$ cat src/rtl/mbp_pkg.sv
package mbp_pkg;

    localparam int DW        = 8;
    localparam int SEL_W     = 5;
    localparam int MAX_BYTES = 4;
    localparam int IDX_W     = $clog2(MAX_BYTES);
    localparam int LEN_W     = IDX_W + 1;
    localparam int REG_W     = MAX_BYTES * DW;
    localparam int EVT_W     = 16;

    typedef struct packed {
        logic [SEL_W-1:0] bank;
        logic [SEL_W-1:0] attr;
    } sel_t;

    typedef enum logic [1:0] {CMD_BANK, CMD_ATTR, CMD_NONE} cmd_kind_e;

    typedef enum logic [2:0] {REG_CTRL, REG_MASK, REG_STAT, REG_SCR, REG_NONE} reg_id_e;

    function automatic cmd_kind_e decode_cmd(input logic [DW-1:0] b);
        if (b[7:5] == 3'b000)      return CMD_BANK;
        else if (b[7:5] == 3'b111) return CMD_ATTR;
        else                       return CMD_NONE;
    endfunction

    function automatic reg_id_e reg_lookup(input sel_t s);
        if (s.bank == '0) begin
            case (s.attr)
                5'd0:    return REG_CTRL;
                5'd1:    return REG_MASK;
                5'd2:    return REG_STAT;
                default: return REG_NONE;
            endcase
        end else if (s.bank == 5'd1 && s.attr == '0) begin
            return REG_SCR;
        end
        return REG_NONE;
    endfunction

    function automatic logic [LEN_W-1:0] reg_len(input reg_id_e r);
        case (r)
            REG_CTRL:          return LEN_W'(MAX_BYTES);
            REG_MASK, REG_STAT: return LEN_W'(EVT_W / DW);
            default:           return LEN_W'(1);
        endcase
    endfunction

endpackage

$ cat src/rtl/mbp_sync.sv
module mbp_sync #(
    parameter int W = 2
) (
    input  logic         clk,
    input  logic         rst,
    input  logic [W-1:0] req,
    output logic [W-1:0] lvl,
    output logic [W-1:0] rise,
    output logic [W-1:0] fall
);
    for (genvar i = 0; i < W; i++) begin : g_bit
        logic s1, s2, s3;
        always_ff @(posedge clk) begin
            if (rst) begin
                s1 <= 1'b0;
                s2 <= 1'b0;
                s3 <= 1'b0;
            end else begin
                s1 <= req[i];
                s2 <= s1;
                s3 <= s2;
            end
        end
        assign lvl[i]  = s2;
        assign rise[i] = s2 & ~s3;
        assign fall[i] = ~s2 & s3;
    end
endmodule

$ cat src/rtl/mbp_regfile.sv
module mbp_regfile
    import mbp_pkg::*;
(
    input  logic                 clk,
    input  logic                 rst,
    input  reg_id_e              reg_id,
    input  logic                 wr_stage,
    input  logic                 wr_commit,
    input  logic [IDX_W-1:0]     wr_idx,
    input  logic [DW-1:0]        wr_byte,
    input  logic                 rd_first,
    input  logic [IDX_W-1:0]     rd_idx,
    input  logic [EVT_W-1:0]     evt_in,
    output logic [DW-1:0]        rd_byte,
    output logic [EVT_W-1:0]     mask_q,
    output logic [EVT_W-1:0]     stat_q
);
    logic [REG_W-1:0] ctrl_q;
    logic [DW-1:0]    scr_q;
    logic [REG_W-1:0] stage_q;
    logic [REG_W-1:0] stage_next;
    logic [REG_W-1:0] snap_q;
    logic [REG_W-1:0] cur_val;
    logic             stat_clr;

    always_comb begin
        case (reg_id)
            REG_CTRL: cur_val = ctrl_q;
            REG_MASK: cur_val = REG_W'(mask_q);
            REG_STAT: cur_val = REG_W'(stat_q);
            REG_SCR:  cur_val = REG_W'(scr_q);
            default:  cur_val = '0;
        endcase
    end

    always_comb begin
        stage_next = stage_q;
        stage_next[wr_idx*DW +: DW] = wr_byte;
    end

    assign rd_byte  = rd_first ? cur_val[DW-1:0] : snap_q[rd_idx*DW +: DW];
    assign stat_clr = rd_first && (reg_id == REG_STAT);

    always_ff @(posedge clk) begin
        if (rst) begin
            ctrl_q  <= '0;
            scr_q   <= '0;
            mask_q  <= '0;
            stat_q  <= '0;
            stage_q <= '0;
            snap_q  <= '0;
        end else begin
            if (wr_stage) stage_q <= stage_next;
            if (rd_first) snap_q  <= cur_val;
            if (wr_stage && wr_commit) begin
                case (reg_id)
                    REG_CTRL: ctrl_q <= stage_next;
                    REG_MASK: mask_q <= stage_next[EVT_W-1:0];
                    REG_SCR:  scr_q  <= stage_next[DW-1:0];
                    default:  ;
                endcase
            end
            stat_q <= (stat_clr ? '0 : stat_q) | evt_in;
        end
    end
endmodule

$ cat src/rtl/mgmt_bus_port.sv
module mgmt_bus_port
    import mbp_pkg::*;
(
    input  logic             clk,
    input  logic             rst,
    input  logic             cs_n,
    input  logic             cmd_sel,
    input  logic             rd_n,
    input  logic             wr_n,
    input  logic [DW-1:0]    data_in,
    input  logic [EVT_W-1:0] evt_in,
    output logic [DW-1:0]    data_out,
    output logic             data_oe,
    output logic             rdy,
    output logic             irq_n
);
    localparam int RD = 0;
    localparam int WR = 1;

    logic [1:0]       req, lvl, rise, fall;
    logic [DW-1:0]    wr_data_q;
    logic             wr_cmd_q;
    sel_t             sel_q;
    logic [IDX_W-1:0] idx_q;
    logic             seq_wr_q;
    reg_id_e          reg_id;
    logic [LEN_W-1:0] len;
    logic [IDX_W-1:0] wr_eff, rd_eff;
    logic             wr_last, rd_last;
    logic             cmd_fire, dwr_fire, drd_fire;
    logic [DW-1:0]    rd_byte;
    logic [EVT_W-1:0] mask_q, stat_q;
    logic [DW-1:0]    data_out_q;
    logic             rdy_q;

    assign req[RD] = ~cs_n & ~rd_n;
    assign req[WR] = ~cs_n & ~wr_n;

    mbp_sync #(.W(2)) sync_i (
        .clk (clk), .rst (rst), .req (req),
        .lvl (lvl), .rise (rise), .fall (fall)
    );

    assign reg_id  = reg_lookup(sel_q);
    assign len     = reg_len(reg_id);
    assign wr_eff  = seq_wr_q ? idx_q : '0;
    assign rd_eff  = seq_wr_q ? '0 : idx_q;
    assign wr_last = ({1'b0, wr_eff} == len - LEN_W'(1));
    assign rd_last = ({1'b0, rd_eff} == len - LEN_W'(1));

    assign cmd_fire = fall[WR] &  wr_cmd_q;
    assign dwr_fire = fall[WR] & ~wr_cmd_q;
    assign drd_fire = rise[RD] & ~cmd_sel & ~fall[WR];

    mbp_regfile rf_i (
        .clk       (clk),
        .rst       (rst),
        .reg_id    (reg_id),
        .wr_stage  (dwr_fire),
        .wr_commit (wr_last),
        .wr_idx    (wr_eff),
        .wr_byte   (wr_data_q),
        .rd_first  (drd_fire && rd_eff == '0),
        .rd_idx    (rd_eff),
        .evt_in    (evt_in),
        .rd_byte   (rd_byte),
        .mask_q    (mask_q),
        .stat_q    (stat_q)
    );

    always_ff @(posedge clk) begin
        if (rst) begin
            wr_data_q  <= '0;
            wr_cmd_q   <= 1'b0;
            sel_q      <= '0;
            idx_q      <= '0;
            seq_wr_q   <= 1'b0;
            data_out_q <= '0;
            rdy_q      <= 1'b1;
        end else begin
            if (lvl[WR]) begin
                wr_data_q <= data_in;
                wr_cmd_q  <= cmd_sel;
            end
            rdy_q <= ~(rise[RD] | rise[WR]);
            if (cmd_fire) begin
                idx_q <= '0;
                case (decode_cmd(wr_data_q))
                    CMD_BANK: sel_q.bank <= wr_data_q[SEL_W-1:0];
                    CMD_ATTR: sel_q.attr <= wr_data_q[SEL_W-1:0];
                    default:  ;
                endcase
            end else if (dwr_fire) begin
                seq_wr_q <= 1'b1;
                idx_q    <= wr_last ? '0 : wr_eff + IDX_W'(1);
            end else if (drd_fire) begin
                seq_wr_q <= 1'b0;
                idx_q    <= rd_last ? '0 : rd_eff + IDX_W'(1);
            end
            if (rise[RD]) data_out_q <= cmd_sel ? '0 : rd_byte;
        end
    end

    assign data_out = data_out_q;
    assign data_oe  = lvl[RD];
    assign rdy      = rdy_q;
    assign irq_n    = ~|(stat_q & mask_q);

endmodule

$ cat config.mk
export PLATFORM = sky130hd
export DESIGN_NAME = mgmt_bus_port
export DESIGN_NICKNAME = d
export VERILOG_FILES = /design/src/rtl/mbp_pkg.sv /design/src/rtl/mbp_sync.sv /design/src/rtl/mbp_regfile.sv /design/src/rtl/mgmt_bus_port.sv
export SDC_FILE = /design/constraint.sdc
export NUM_CORES = 1
export LEC_CHECK = 0
export BUFFER_PORTS_ARGS = -buffer_cell sky130_fd_sc_hd__clkbuf_2
export CAP_MARGIN = 0
export CORE_MARGIN = 3
export CORE_UTILIZATION = 60
export DETAILED_ROUTE_END_ITERATION = 16
export GPL_TIMING_DRIVEN = 0
export MAX_ROUTING_LAYER = met4
export PLACE_DENSITY = 0.78
export SETUP_SLACK_MARGIN = 0.5
export SYNTH_ARGS = -nofsm -noshare
export SYNTH_HDL_FRONTEND = slang
export SYNTH_SLANG_ARGS = --single-unit
export TNS_END_PERCENT = 50
$ cat constraint.sdc
create_clock -name clk -period 4.4 [get_ports clk]
set_input_delay 0.88 -clock clk [delete_from_list [all_inputs] [get_ports clk]]
set_output_delay 0.88 -clock clk [all_outputs]
set_load 0.01 [all_outputs]
==> results.py <==
metrics = {
    "hold_path": {
        "hold_end": "sync_i.g_bit[1].s2",
        "hp-class": "reg -> reg",
        "hold_path_startpoint": "sync_i.g_bit[1].s1",
        "min_path_cells": 1,
    },
    "yosys": {
        "avgSynthCellArea_um2": 9.09,
        "synthTopCellsByCount": "173 x dfxtp_1, 120 x nor2_1, 83 x a21oi_1",
        "synthArstFlopShare": 0,
        "netlist-cell-type-count": 57,
        "synth_seq_cells": 173,
        "yosys.area.top_type": "dfxtp_1",
        "ys_seq_area_frac": 0.454,
        "synth_nets": 875,
        "yosysMostFrequentCell": "dfxtp_1",
        "syn-cell-area_um2": 7630,
        "synth-main-ff-cell": "dfxtp_1",
        "synth_area_leaders": "dfxtp_1 45%, mux2i_1 7.6%, nor2_1 5.9%",
        "syn_inst": 839,
        "synth-edff-count": 0,
        "yosys_warnings": 0,
        "yosysTopAreaCellShare": 0.454,
    },
    "worst_setup_path": {
        "critical_path.startpoint_type": "register",
        "critPathKind": "reg -> reg",
        "reg2reg_depth": 10,
        "ff2ff_setup_slack_ns": 0.80,
        "r2r-end": "data_out[6]",
        "critPathMaxFanout": 10,
        "critPathRequiredTime_ns": 4.69,
        "cp-end-kind": "register",
        "cp.arrival_ns": 3.89,
        "reg2reg_from": "idx_q[0]",
    },
    "layout": {
        "drive_above_1_share": 0.136,
        "area_growth_pct": 13.2,
        "fin_util": 0.707,
        "n_antenna_cell": 0,
        "nets": 933,
    },
    "global_routing": {
        "grt_pass1_wl_mm": 34.6,
        "grt_max_degree": 17,
        "grt_usage": 0.321,
        "grt_pass1_vias": 6479,
        "overflow": 0,
        "antenna_found_initial": 0,
    },
    "timing": {
        "fmax_mhz": 278,
        "layout_setup_ws_ns": 0.800,
        "hold_violations": 0,
        "rsz0062_at_grt": "false",
        "fin_crit_sh": 0.818,
        "maxSlewViolCount": 0,
        "finalSetupTns_ns": 0,
        "tightestPinTransition_ns": 0.898,
        "finClkSkew_ns": 0.00765,
        "min_period_ns": 3.60,
        "slew-limit-headroom": 0.396,
        "setup_viol": 0,
    },
    "pwr": {
        "power.leakage_nw": 3.13,
        "peakVddDrop_mv": 0.343,
        "power_mw": 3.25,
        "p_per_area_nw_per_um2": 377,
    },
    "clocking": {
        "clockBufferDepth": 2,
        "holdBufCountCts": 0,
        "path_clk_slew_ns": 0.06,
        "postCtsSetupBuffers": 0,
        "cts-root-buf": "clkbuf_16",
        "cts_tree": "done",
        "cts.sinks": 173,
        "clock_latency_ns": 0.43,
        "htree_levels": 4,
        "cts-buffers-inserted": 17,
    },
    "die": {
        "die_h_um": 119,
        "die_w_um": 119,
        "dieArea_um2": 14100,
        "row_count": 40,
        "core_um2": 12200,
        "pin_count": 41,
        "start_util": 0.625,
    },
    "flow_run": {
        "drv_cap": 0,
    },
    "drt": {
        "ant_nets": 0,
        "dr.pass1.iters": 5,
        "drcViolationCount": 0,
        "finalWirelength_mm": 21.8,
        "via_count": 6735,
        "post_drt_wl_per_cell_um": 20.3,
        "drt_iter0_drc": 640,
        "vias_per_cell": 6.27,
    },
    "placement": {
        "gp_congestion": 0.924,
        "detailed_place_hpwl_mm": 15.8,
        "portBuffers": 39,
        "dp_slack_ns": 0.672,
    },
    "status": {
        "status": "finished, final reports clean",
    },
}
[per-layer routing]
layer | share of wire | vias up | GRT usage
met5 | 0 | - | -
met4 | 0.042 | 0 | 0.144
met3 | 0.084 | 61 | 0.0813
met2 | 0.45 | 316 | 0.480
met1 | 0.42 | 3227 | 0.412
li1 | - | 3131 | -
[how the worst max path moves through the flow]
stage | startpoint | endpoint | cells past startpoint | slack, ns
floorplan | idx_q[1] | data_out[3] | 11 | 1.86
global placement | idx_q[1] | data_out[4] | 11 | 0.69
detailed placement | idx_q[1] | data_out[4] | 11 | 0.67
CTS | idx_q[1] | data_out[4] | 11 | 0.66
global route | idx_q[1] | data_out[6] | 11 | 0.54
finish | idx_q[0] | data_out[6] | 10 | 0.80
[stage by stage]
stage / hold slack [ns] / std cells / area (um^2)
floorplan: 0.414 / 839 / 7630
global placement: 0.430 / 1046 / 8030
detailed placement: 0.431 / 1046 / 8030
CTS: 0.445 / 1075 / 8620
global route: 0.468 / 1075 / 8630
finish: 0.444 / 1075 / 8630
[worst max-delay path, cell delays in order, from the launching register on]
cell      delay, ns
dfxtp_1        0.33
buf_1          0.24
nand2b_1       0.19
clkbuf_1       0.60
ha_1           0.29
and4b_1        0.21
clkbuf_1       0.25
clkbuf_1       0.47
a21oi_1        0.12
a221oi_1       0.61
o21ai_1        0.15
[cells in the final DEF, fill, tap and decap left out, types with 3 or more instances in the layout]
cell type	n
a221oi_1	7
a211oi_1	42
or4_1	3
a211oi_2	22
nor2_1	120
o21ai_0	23
mux2i_1	58
a22oi_1	28
or2_2	8
nor3_1	6
clkbuf_1	58
o32ai_1	6
inv_1	4
buf_2	5
buf_6	4
clkbuf_2	40
or3_1	3
clkbuf_16	17
and3_1	5
bufinv_16	3
o21ai_1	7
nand3_1	12
buf_1	7
a21oi_1	83
clkbuf_8	3
nand3b_1	3
nand2b_1	3
nand2_1	46
nor4_2	3
a32oi_1	8
dfxtp_1	173
clkinv_2	3
nor2b_1	40
ha_1	6
a22o_1	10
[power breakdown]
part,switching [mW],internal [mW]
Clock,0.584,0.926
Combinational,0.0947,0.0438
Sequential,0.0159,1.59
Total,0.694,2.56
[area by class of cell]
cell class / instances / area [um^2]
multi-input cells: 586 / 3820
fillers: 972 / 3580
inverters: 4 / 15.0
clock buffers: 22 / 474
well taps: 168 / 210
repair buffers: 39 / 195
clock inverters: 7 / 114
plain buffers: 76 / 347
flip-flops and latches: 173 / 3460
[what timing repair did]
item	4_1_cts	5_1_grt
gates resized for setup	0	4
endpoints found under the hold margin	0	0
endpoints found under the setup margin	0	13
[flip-flops by register name (all words and copies together), names as in the netlist, 2 cells and up]
| name | flops |
|---|---|
| rf_i.mask_q | 16 |
| rf_i.scr_q | 8 |
| wr_data_q | 8 |
| idx_q | 2 |
| sel_q | 10 |
| data_out | 8 |
| sync_i.g_bit.s3 | 2 |
| rf_i.snap_q | 32 |
| sync_i.g_bit.s1 | 2 |
| rf_i.ctrl_q | 32 |
| rf_i.stat_q | 16 |
| rf_i.stage_q | 32 |
| sync_i.g_bit.s2 | 2 |
[kinds of logic after synthesis]
logic type,Yosys count,synth area share
fa+ha+maj,7,0.0112
xor+xnor,3,0.00345
flops,173,0.454
simple gates,267,0.170
buf+inv,80,0.0472
compound gates,249,0.235
mux,60,0.0791
(Power assumes the default switching activity.)
